$ cat config.mk
export PLATFORM = sky130hd
export DESIGN_NAME = bank_stack_unit
export DESIGN_NICKNAME = d
export VERILOG_FILES = /design/src/rtl/stk_pkg.sv /design/src/rtl/stk_flag_ctrl.sv /design/src/rtl/stk_pair.sv /design/src/rtl/stk_addr_stage.sv /design/src/rtl/bank_stack_unit.sv
export SDC_FILE = /design/constraint.sdc
export NUM_CORES = 1
export LEC_CHECK = 0
export BUFFER_PORTS_ARGS = -buffer_cell sky130_fd_sc_hd__buf_4
export CAP_MARGIN = 5
export CORE_MARGIN = 5
export CORE_UTILIZATION = 63
export DETAILED_ROUTE_END_ITERATION = 6
export PLACE_DENSITY = 0.88
export SYNTH_ARGS = -nofsm -noshare
export SYNTH_HDL_FRONTEND = slang
export SYNTH_HIERARCHICAL = 1
export SYNTH_SLANG_ARGS = --single-unit
$ cat constraint.sdc
create_clock -name clk -period 8.5 [get_ports clk]
set_input_delay 0.425 -clock clk [delete_from_list [all_inputs] [get_ports clk]]
set_output_delay 0.425 -clock clk [all_outputs]
set_load 0.01 [all_outputs]
$ cat src/rtl/stk_pkg.sv
package stk_pkg;
  typedef enum logic [1:0] {
    SEL_USR_PTR  = 2'd0,
    SEL_USR_BANK = 2'd1,
    SEL_SYS_PTR  = 2'd2,
    SEL_SYS_BANK = 2'd3
  } stk_reg_sel_e;

  localparam int unsigned NUM_PAIRS = 2;
  localparam int unsigned PAIR_USR  = 0;
  localparam int unsigned PAIR_SYS  = 1;
endpackage

$ cat src/rtl/stk_flag_ctrl.sv
module stk_flag_ctrl (
  input  logic clk,
  input  logic rst_n,
  input  logic int_accept,
  input  logic sw_wr_en,
  input  logic sw_wr_val,
  output logic flag_q,
  output logic flag_eff
);
  // interrupt acceptance outranks a software write; both act in this cycle
  always_comb begin
    if (int_accept)    flag_eff = 1'b1;
    else if (sw_wr_en) flag_eff = sw_wr_val;
    else               flag_eff = flag_q;
  end

  always_ff @(posedge clk or negedge rst_n) begin
    if (!rst_n) flag_q <= 1'b1;
    else        flag_q <= flag_eff;
  end

  assert_reset_sys_R1: assert property (@(posedge clk) !rst_n |=> flag_q);
  assert_int_sets_flag_R9: assert property (@(posedge clk) disable iff (!rst_n)
    int_accept |=> flag_q);
  assert_sw_write_R8: assert property (@(posedge clk) disable iff (!rst_n)
    (sw_wr_en && !int_accept) |=> (flag_q == $past(sw_wr_val)));
  assert_flag_hold_R8: assert property (@(posedge clk) disable iff (!rst_n)
    (!sw_wr_en && !int_accept) |=> $stable(flag_q));
endmodule

$ cat src/rtl/stk_pair.sv
module stk_pair #(
  parameter int unsigned PTR_W  = 16,
  parameter int unsigned BANK_W = 8,
  parameter int unsigned STEP   = 2
) (
  input  logic              clk,
  input  logic              rst_n,
  input  logic              op_en,
  input  logic              op_pop,
  input  logic              ptr_wr_en,
  input  logic              bank_wr_en,
  input  logic [PTR_W-1:0]  wr_data,
  output logic [PTR_W-1:0]  ptr_q,
  output logic [BANK_W-1:0] bank_q,
  output logic [PTR_W-1:0]  op_lo
);
  localparam logic [PTR_W-1:0] STEP_V = PTR_W'(STEP);

  logic [PTR_W-1:0] ptr_dec, ptr_inc, ptr_d;

  assign ptr_dec = ptr_q - STEP_V;
  assign ptr_inc = ptr_q + STEP_V;
  // push issues the lowered value, pop issues the value before the raise
  assign op_lo   = op_pop ? ptr_q : ptr_dec;

  always_comb begin
    ptr_d = ptr_q;
    if (ptr_wr_en)  ptr_d = wr_data;
    else if (op_en) ptr_d = op_pop ? ptr_inc : ptr_dec;
  end

  always_ff @(posedge clk or negedge rst_n) begin
    if (!rst_n) begin
      ptr_q  <= '0;
      bank_q <= '0;
    end else begin
      ptr_q <= ptr_d;
      if (bank_wr_en) bank_q <= wr_data[BANK_W-1:0];
    end
  end

  assert_push_lowers_R3: assert property (@(posedge clk) disable iff (!rst_n)
    (op_en && !op_pop && !ptr_wr_en) |=> (ptr_q == PTR_W'($past(ptr_q) - STEP_V)));
  assert_pop_raises_R4: assert property (@(posedge clk) disable iff (!rst_n)
    (op_en && op_pop && !ptr_wr_en) |=> (ptr_q == PTR_W'($past(ptr_q) + STEP_V)));
  assert_bank_kept_R5: assert property (@(posedge clk) disable iff (!rst_n)
    !bank_wr_en |=> $stable(bank_q));
  assert_idle_ptr_kept_R6: assert property (@(posedge clk) disable iff (!rst_n)
    (!op_en && !ptr_wr_en) |=> $stable(ptr_q));
  assert_write_wins_R10: assert property (@(posedge clk) disable iff (!rst_n)
    ptr_wr_en |=> (ptr_q == $past(wr_data)));
endmodule

$ cat src/rtl/stk_addr_stage.sv
module stk_addr_stage #(
  parameter int unsigned ADDR_W = 24
) (
  input  logic              clk,
  input  logic              rst_n,
  input  logic              in_valid,
  input  logic [ADDR_W-1:0] in_addr,
  output logic              in_ready,
  output logic              out_valid,
  input  logic              out_ready,
  output logic [ADDR_W-1:0] out_addr
);
  assign in_ready = !out_valid || out_ready;

  always_ff @(posedge clk or negedge rst_n) begin
    if (!rst_n) begin
      out_valid <= 1'b0;
      out_addr  <= '0;
    end else if (in_ready) begin
      out_valid <= in_valid;
      if (in_valid) out_addr <= in_addr;
    end
  end

  assert_stall_hold_R11: assert property (@(posedge clk) disable iff (!rst_n)
    (out_valid && !out_ready) |=> (out_valid && $stable(out_addr)));
  assert_accept_shows_R11: assert property (@(posedge clk) disable iff (!rst_n)
    (in_valid && in_ready) |=> (out_valid && out_addr == $past(in_addr)));
endmodule

$ cat src/rtl/bank_stack_unit.sv
module bank_stack_unit #(
  parameter int unsigned PTR_W  = 16,
  parameter int unsigned BANK_W = 8,
  parameter int unsigned STEP   = 2
) (
  input  logic                      clk,
  input  logic                      rst_n,
  input  logic                      int_accept,
  input  logic                      flag_wr_en,
  input  logic                      flag_wr_val,
  input  logic                      reg_wr_en,
  input  logic [1:0]                reg_wr_sel,
  input  logic [PTR_W-1:0]          reg_wr_data,
  input  logic [1:0]                reg_rd_sel,
  output logic [PTR_W-1:0]          reg_rd_data,
  input  logic                      req_valid,
  output logic                      req_ready,
  input  logic                      req_pop,
  output logic                      addr_valid,
  input  logic                      addr_ready,
  output logic [PTR_W+BANK_W-1:0]   addr_data,
  output logic                      stack_flag
);
  import stk_pkg::*;

  localparam int unsigned ADDR_W = PTR_W + BANK_W;

  logic flag_q, flag_eff, fire;
  logic [NUM_PAIRS-1:0][PTR_W-1:0]  ptr_arr, lo_arr;
  logic [NUM_PAIRS-1:0][BANK_W-1:0] bank_arr;
  logic [ADDR_W-1:0] op_addr;
  stk_reg_sel_e wr_sel, rd_sel;

  assign wr_sel     = stk_reg_sel_e'(reg_wr_sel);
  assign rd_sel     = stk_reg_sel_e'(reg_rd_sel);
  assign fire       = req_valid && req_ready;
  assign stack_flag = flag_q;

  stk_flag_ctrl u_flag (
    .clk       (clk),
    .rst_n     (rst_n),
    .int_accept(int_accept),
    .sw_wr_en  (flag_wr_en),
    .sw_wr_val (flag_wr_val),
    .flag_q    (flag_q),
    .flag_eff  (flag_eff)
  );

  for (genvar g = 0; g < NUM_PAIRS; g++) begin : g_pair
    localparam stk_reg_sel_e PTR_SEL  = (g == PAIR_SYS) ? SEL_SYS_PTR  : SEL_USR_PTR;
    localparam stk_reg_sel_e BANK_SEL = (g == PAIR_SYS) ? SEL_SYS_BANK : SEL_USR_BANK;
    logic sel_me;
    assign sel_me = (flag_eff == 1'(g));

    stk_pair #(.PTR_W(PTR_W), .BANK_W(BANK_W), .STEP(STEP)) u_pair (
      .clk       (clk),
      .rst_n     (rst_n),
      .op_en     (fire && sel_me),
      .op_pop    (req_pop),
      .ptr_wr_en (reg_wr_en && (wr_sel == PTR_SEL)),
      .bank_wr_en(reg_wr_en && (wr_sel == BANK_SEL)),
      .wr_data   (reg_wr_data),
      .ptr_q     (ptr_arr[g]),
      .bank_q    (bank_arr[g]),
      .op_lo     (lo_arr[g])
    );
  end

  assign op_addr = {bank_arr[flag_eff], lo_arr[flag_eff]};

  stk_addr_stage #(.ADDR_W(ADDR_W)) u_out (
    .clk      (clk),
    .rst_n    (rst_n),
    .in_valid (req_valid),
    .in_addr  (op_addr),
    .in_ready (req_ready),
    .out_valid(addr_valid),
    .out_ready(addr_ready),
    .out_addr (addr_data)
  );

  always_comb begin
    unique case (rd_sel)
      SEL_USR_PTR:  reg_rd_data = ptr_arr[PAIR_USR];
      SEL_USR_BANK: reg_rd_data = {{(PTR_W-BANK_W){1'b0}}, bank_arr[PAIR_USR]};
      SEL_SYS_PTR:  reg_rd_data = ptr_arr[PAIR_SYS];
      default:      reg_rd_data = {{(PTR_W-BANK_W){1'b0}}, bank_arr[PAIR_SYS]};
    endcase
  end

  // the pair not selected this cycle must not move unless software writes it
  assert_other_ptr_kept_R6: assert property (@(posedge clk) disable iff (!rst_n)
    (fire && flag_eff && !(reg_wr_en && wr_sel == SEL_USR_PTR))
      |=> $stable(ptr_arr[PAIR_USR]));
  assert_int_uses_sys_R9: assert property (@(posedge clk) disable iff (!rst_n)
    (fire && int_accept) |=> (addr_data[ADDR_W-1:PTR_W] == $past(bank_arr[PAIR_SYS])));
endmodule

==> results.py, run 1 <==
metrics = {
    "grt": {
        "grt_max_degree": 75,
        "grt_usage_pct": 28.9,
        "grt_antenna_before_repair": 0,
        "globalRouteOverflowTotal": 0,
        "grt_pass1_wl_um": 23600,
        "grt_pass1_vias": 4479,
    },
    "synth": {
        "syn-num-nets": 566,
        "yosys_most_used_dff": "dfrtp_1",
        "async_reset_ff_share_pct": 100,
        "ys_seq_area_share_pct": 34.3,
        "synth_top_family_by_area": "multiplexers",
        "synth_edf_count": 0,
        "synth_area_leaders": "dfrtp_1 (34%), mux2_2 (11%), mux2_4 (5.6%)",
        "synthMostInstantiatedCell": "dfrtp_1",
        "synth_xor_xnor_area_share_pct": 7.11,
        "synth_fa_ha_area_share_pct": 0.927,
        "synth_mux_area_share_pct": 23.5,
        "syn_area_per_cell_um2": 10.1,
        "synth_cell_type_count": 67,
        "synth_seq_cells": 74,
        "synth_top_area_share_pct": 33.8,
        "synth_top_area_cell": "dfrtp_1",
        "synth_area_um2": 5400,
        "synth_common_cells": "dfrtp_1 (73), mux2_2 (53), nand2_1 (41)",
        "synthSimpleGateAreaFrac_pct": 21.1,
        "syn_inst": 533,
        "synth_warnings": 6,
        "synth_compound_area_share_pct": 6.79,
    },
    "critical_path": {
        "slowest_delay_ns": 0.79,
        "cpMostUsedCell": "a211o_1",
        "worstPathMaxFanout": 27,
        "crit_arrival_ns": 3.65,
        "start_kind": "flip-flop",
        "cp_cell_sequence": "nor2b_1 > a211o_1 > buf_4 > nor2_1 > inv_1 > or4_1 > a211o_1 > o211ai_1",
        "timing.rr.start": "u_flag/flag_q",
        "critPathCapture": "g_pair[0].u_pair/ptr_q[10]",
        "critPathCaptureType": "flip-flop",
        "critical-path-slowest-cell": "nor2_1",
        "startpoint": "u_flag/flag_q",
        "path_depth": 8,
        "path_buf_inv": 2,
        "regToRegSetupSlack_ns": 5.12,
        "critical_path_class": "reg -> reg",
        "rr_endpoint": "g_pair[0].u_pair/ptr_q[10]",
        "worst_path_dominant_cell_family": "simple AND/OR/NAND/NOR gates",
        "r2r_cells": 8,
        "critPathRequiredTime_ns": 8.77,
    },
    "cts": {
        "cts_hold_buffers": 0,
        "cts.repair.resized": 0,
        "htreeDepth": 3,
        "clk_pin_slew_ns": 0.09,
        "cts_num_sinks": 74,
        "cts_tree": "yes",
        "cts_max_path_buffers": 2,
        "cts_root_buf": "clkbuf_8",
        "clk_latency_ns": 0.36,
        "cts_made_buffers": 9,
        "cts_setup_buffers": 0,
    },
    "drt": {
        "viasPerCell": 6.61,
        "num_vias": 4484,
        "routedLengthMet1_um": 5890,
        "first_iter_violations": 356,
        "wl_met3_um": 1140,
        "dr.max_layer_used": "met4",
        "detail_route.wl_per_cell_um": 21.3,
        "wl_met2_um": 6760,
        "antenna_left": 0,
        "wl_um": 14400,
        "route.detailed.drc": 0,
        "dr.pass1.iters": 5,
    },
    "die": {
        "die_h_um": 103,
        "fp.dieArea_um2": 10500,
        "core_um2": 8300,
        "die_w_um": 103,
        "start_util_pct": 65.1,
        "rows": 33,
        "io_pins": 72,
    },
    "placed_design": {
        "portBuffers": 71,
        "dpl-instance-area_um2": 5800,
        "gp_congestion": 0.940,
        "post-dp-hpwl_um": 10100,
    },
    "sta": {
        "fin_crit_ns": 3.38,
        "setup_tns_ns": 0,
        "rsz0062_at_grt": "false",
        "finalHoldViolations": 0,
        "finClkSkew_ns": 0.0104,
        "fmax_mhz": 296,
        "period_share_pct": 39.7,
        "max_slew_margin_pct": 34.9,
        "holdWs_ns": 0.169,
        "tightestPinTransition_ns": 0.973,
        "report.final.slew_viol_count": 0,
        "setup_viol": 0,
    },
    "worst_hold_path": {
        "min_path_type": "in -> async",
    },
    "power_and_ir_drop": {
        "power_density_nw_per_um2": 242,
        "leakagePower_nw": 2.55,
        "totalPowerFinal_w": 0.00145,
        "peakVddDrop_mv": 0.166,
    },
    "cells_and_area": {
        "post-route-util_pct": 72.4,
        "final_area_um2": 6010,
        "nFillCells": 581,
        "fin_nets": 601,
        "area_growth_pct": 11.3,
        "antenna_cells": 0,
        "drive_above_1_share_pct": 33.0,
    },
    "run_status": {
        "outcome": "complete, no violations",
    },
    "flow_run": {
        "maxCapViolations": 0,
    },
}
metrics by stage:
stage / cells / setup slack (ns)
detailed placement: 662 / 5.07
finish: 678 / 5.12
floorplan: 533 / 5.79
CTS: 678 / 5.17
global placement: 662 / 5.16
global route: 678 / 4.96
cells by family after synthesis:
group	count (synthesis)
compound gates	57
buf+inv	61
xor+xnor	43
flops	74
mux	98
fa+ha+maj	4
simple gates	196
power by group:
group	internal (W)	leakage [nW]	switching, W	total, W
logic	0.000314	1.59	0.000252	0.000565
clock network	0.000148	0.109	0.000144	0.000292
registers	0.000446	0.852	0.000148	0.000594
total	0.000908	2.55	0.000544	0.00145
area by class of cell:
type,count,area (µm²),share of cell area (%)
clock buffer,10,138,2.29
sequential,74,1850,30.8
multi-input combinational,398,3220,53.6
tap,105,131,2.19
inverter,11,41.3,0.687
timing repair buffer,74,556,9.24
clock inverter,6,72.6,1.21
state kept, by name, summed over array words and instances, names as in the netlist:
register and cells:
u_out/out_valid 1, g_pair.u_pair/bank_q 16, g_pair.u_pair/ptr_q 32, u_flag/flag_q 1, u_out/out_addr 24
worst min path at each step:
stage                  startpoint                          to  cells after the start
3_3_place_gp   u_out/out_addr[20]          u_out/out_addr[20]                      1
5_1_grt                     rst_n  g_pair[0].u_pair/ptr_q[13]                      1
6_report                    rst_n  g_pair[0].u_pair/ptr_q[13]                      1
4_1_cts                     rst_n  g_pair[0].u_pair/ptr_q[13]                      1
2_1_floorplan               rst_n  g_pair[0].u_pair/bank_q[0]                      0
3_5_place_dp    u_out/out_addr[8]           u_out/out_addr[8]                      1
cell usage in the layout, fill, tap and decap left out, types with 4 or more instances in the layout:
master	count
nand4_1	9
nor3_1	13
o21ai_0	22
nand3_1	16
nand2b_1	6
o211ai_1	6
a21oi_1	9
mux2_2	53
mux2_4	20
ha_1	4
inv_1	10
nor2_1	36
nor3b_1	6
and3_1	4
dfrtp_1	73
mux4_1	6
nor4_1	13
and4_1	4
nor2b_1	6
mux2i_1	17
xor2_1	22
or3_1	8
nand2_1	41
xnor2_1	20
or4_4	5
buf_4	74
clkbuf_8	10
metal layers:
layer,global-route usage (%),vias up
met5,0,-
met4,13.8,0
met3,5.68,53
met2,44.9,264
met1,38.8,2181
li1,-,1986
Power figures use the tool's default switching activity.
==> run 2, diff against run 1 <==
--- a/config.mk
+++ b/config.mk
@@ -5,12 +5,13 @@
 export SDC_FILE = /design/constraint.sdc
 export NUM_CORES = 1
 export LEC_CHECK = 0
+export ABC_AREA = 1
 export BUFFER_PORTS_ARGS = -buffer_cell sky130_fd_sc_hd__buf_4
 export CAP_MARGIN = 5
 export CORE_MARGIN = 5
-export CORE_UTILIZATION = 63
+export CORE_UTILIZATION = 54
 export DETAILED_ROUTE_END_ITERATION = 6
-export PLACE_DENSITY = 0.88
+export PLACE_DENSITY = 0.8
 export SYNTH_ARGS = -nofsm -noshare
 export SYNTH_HDL_FRONTEND = slang
 export SYNTH_HIERARCHICAL = 1
==> constraint.sdc (replaced) <==
create_clock -name clk -period 3.1 [get_ports clk]
set_input_delay 0.155 -clock clk [delete_from_list [all_inputs] [get_ports clk]]
set_output_delay 0.155 -clock clk [all_outputs]
set_load 0.01 [all_outputs]
==> run 2 against run 1 <==
  * Setup slack worse by 4.3 ns
  * Final area rose by 8.0%
  * Flip-flop and latch count is the same
  * Global-route usage shrank 1.9 points
  * Critical path type unchanged
  * Wire length rose by 20%
  * Power grew to 2.9 times the previous value
  * Hold slack got worse by 0.15 ns
  * Final cell count grew 58%
  * Register-to-register slack worse by 4.3 ns
  * Sequential power rose to 2.7 times the previous value
  * Fmax up 50%
  * Clock-buffer cell count unchanged
==> results.py, run 2 <==
metrics = {
    "grt": {
        "globalRouteOverflowTotal": 0,
        "grt_pass1_wl_um": 28400,
        "grt_max_degree": 75,
        "grt_pass1_vias": 5439,
        "grt_antenna_before_repair": 0,
        "grt_usage_pct": 27.0,
    },
    "critical_path": {
        "start_kind": "flip-flop",
        "path_buf_inv": 2,
        "critPathCaptureType": "flip-flop",
        "slowest_delay_ns": 0.61,
        "r2r_cells": 8,
        "critPathRequiredTime_ns": 3.39,
        "cp_cell_sequence": "nand2_2 > nand3_2 > inv_2 > nor3_1 > inv_1 > nor2_1 > nand2_1 > o211ai_1",
        "worstPathMaxFanout": 25,
        "crit_arrival_ns": 2.55,
        "path_depth": 8,
        "worst_path_dominant_cell_family": "simple AND/OR/NAND/NOR gates",
        "critical-path-slowest-cell": "nor2_1",
        "critical_path_class": "reg -> reg",
    },
    "cts": {
        "htreeDepth": 3,
        "cts_tree": "yes",
        "cts_setup_buffers": 0,
        "cts_made_buffers": 9,
        "cts_max_path_buffers": 2,
        "cts_root_buf": "clkbuf_8",
        "clk_pin_slew_ns": 0.08,
        "cts_num_sinks": 74,
        "clk_latency_ns": 0.37,
    },
    "run_status": {
        "outcome": "complete, no violations",
    },
    "synth": {
        "syn_inst": 883,
        "yosys_most_used_dff": "dfrtp_1",
        "synth_common_cells": "nand2_1 (319), nand3_1 (131), dfrtp_1 (73)",
        "ys_seq_area_share_pct": 31.4,
        "synth_edf_count": 0,
        "synth_area_leaders": "dfrtp_1 (31%), nand2_1 (20%), nand3_1 (11%)",
        "synth_top_area_share_pct": 31.0,
        "synth_warnings": 6,
        "syn-num-nets": 916,
        "synth_area_um2": 5900,
        "syn_area_per_cell_um2": 6.68,
        "synth_cell_type_count": 38,
        "synthMostInstantiatedCell": "nand2_1",
        "synth_top_area_cell": "dfrtp_1",
        "async_reset_ff_share_pct": 100,
        "synth_seq_cells": 74,
    },
    "drt": {
        "viasPerCell": 5.65,
        "detail_route.wl_per_cell_um": 16.1,
        "num_vias": 6045,
        "wl_um": 17300,
        "first_iter_violations": 628,
        "dr.pass1.iters": 5,
        "route.detailed.drc": 0,
        "antenna_left": 0,
    },
    "placed_design": {
        "post-dp-hpwl_um": 12700,
        "gp_congestion": 0.902,
        "portBuffers": 71,
    },
    "die": {
        "fp.dieArea_um2": 13100,
        "rows": 38,
        "die_h_um": 115,
        "die_w_um": 115,
        "start_util_pct": 54.7,
        "io_pins": 72,
        "core_um2": 10800,
    },
    "power_and_ir_drop": {
        "power_density_nw_per_um2": 646,
        "peakVddDrop_mv": 0.274,
        "leakagePower_nw": 3.37,
    },
    "cells_and_area": {
        "drive_above_1_share_pct": 18.1,
        "final_common_cell": "nand2_1",
        "reg_top3": "g_pair.u_pair/ptr_q x32, u_out/out_addr x24, g_pair.u_pair/bank_q x16",
        "area_growth_pct": 9.99,
        "fin_nets": 958,
        "final_cell_mix": "nand2_1 (319), nand3_1 (131), buf_4 (79), dfrtp_1 (73), nor2_1 (68)",
        "largest_reg_flops": 32,
        "antenna_cells": 0,
        "regMostFlops": "g_pair.u_pair/ptr_q",
    },
    "sta": {
        "holdWs_ns": 0.0233,
        "finClkSkew_ns": 0.00550,
        "rsz0062_at_grt": "false",
        "setup_tns_ns": 0,
        "period_share_pct": 72.8,
        "max_slew_margin_pct": 37.0,
        "fmax_mhz": 443,
        "tightestPinTransition_ns": 0.945,
        "fin_crit_ns": 2.26,
        "report.final.slew_viol_count": 0,
        "setup_viol": 0,
        "finalHoldViolations": 0,
    },
    "worst_hold_path": {
        "hold-path-cell-count": 3,
        "min_path_type": "in -> reg",
    },
    "flow_run": {
        "maxCapViolations": 0,
    },
}
## run 2: cell count changes after synthesis, moves of 20 or more
| cell | delta |
|---|---|
| inv_1 | +46 |
| mux2_2 | -37 |
| mux2_4 | -20 |
| nand2_1 | +278 |
| nand2_2 | +25 |
| nand3_1 | +115 |
| nor2_1 | +31 |
| o21ai_0 | +28 |
## run 2: what timing repair did
action | CTS | global route
hold buffers | 1 | 0
endpoints found under the hold margin | 73 | 0
gates resized for setup | 0 | 0
## run 2: where the power goes
part	internal, W	leakage, nW	switching, W
registers	0.00120	0.923	0.000401
logic	0.000692	2.33	0.00109
clock network	0.000402	0.107	0.000401
## run 2: through the flow
step / utilization [%] / cells / instance area [µm²] / setup slack, ns / total power, W
finish: 60.1 / 1070 / 6490 / 0.843 / 0.00419
global route: 60.1 / 1070 / 6490 / 0.737 / 0.00449
CTS: 60.1 / 1070 / 6490 / 0.884 / 0.00416
detailed placement: 58.1 / 1053 / 6270 / 0.940 / 0.00336
global placement: 58.1 / 1053 / 6270 / 1.04 / 0.00333
floorplan: - / 883 / 5900 / 1.32 / 0.00281
## run 2: worst paths after layout
check,startpoint,to,slack [ns]
max,u_flag/flag_q,g_pair[1].u_pair/ptr_q[3],0.84
min,reg_wr_data[11],g_pair[1].u_pair/ptr_q[11],0.02
max reg2reg,u_flag/flag_q,g_pair[1].u_pair/ptr_q[3],0.84
min reg2reg,u_out/out_addr[21],u_out/out_addr[21],0.48
max in group asynchronous,rst_n,g_pair[1].u_pair/ptr_q[13],2.02
min in group asynchronous,rst_n,u_out/out_valid,0.47
## run 2: cell families (layout without fill, tap and decap cells)
logic type	after synthesis	count (layout)	synth area share (%)
compound gates	77	77	7.42
xor+xnor	8	8	1.19
fa+ha+maj	4	4	0.848
buf+inv	113	160	11.0
flops	74	74	31.4
mux	16	16	3.05
simple gates	591	591	45.1
## run 2: worst min-delay path, stage by stage
cell	delay, ns
buf_4	0.09
nand2_1	0.05
nand3_1	0.07
## run 2: routing by layer
layer	up-vias	share of wire [%]	wire length, µm	global-route usage [%]
met1	2745	41	7140	38.5
met2	322	47	8040	42.0
met5	-	0	0	0
met3	32	10	1800	4.92
met4	0	1.7	297	7.60
li1	2946	-	-	-
## run 2: cell type report
cell class | count | area (µm²)
timing repair buffer | 80 | 603
multi-input combinational | 696 | 3400
clock inverter | 6 | 73.8
inverter | 64 | 243
tap | 140 | 175
sequential | 74 | 1850
clock buffer | 10 | 138
fill | 1059 | 4300
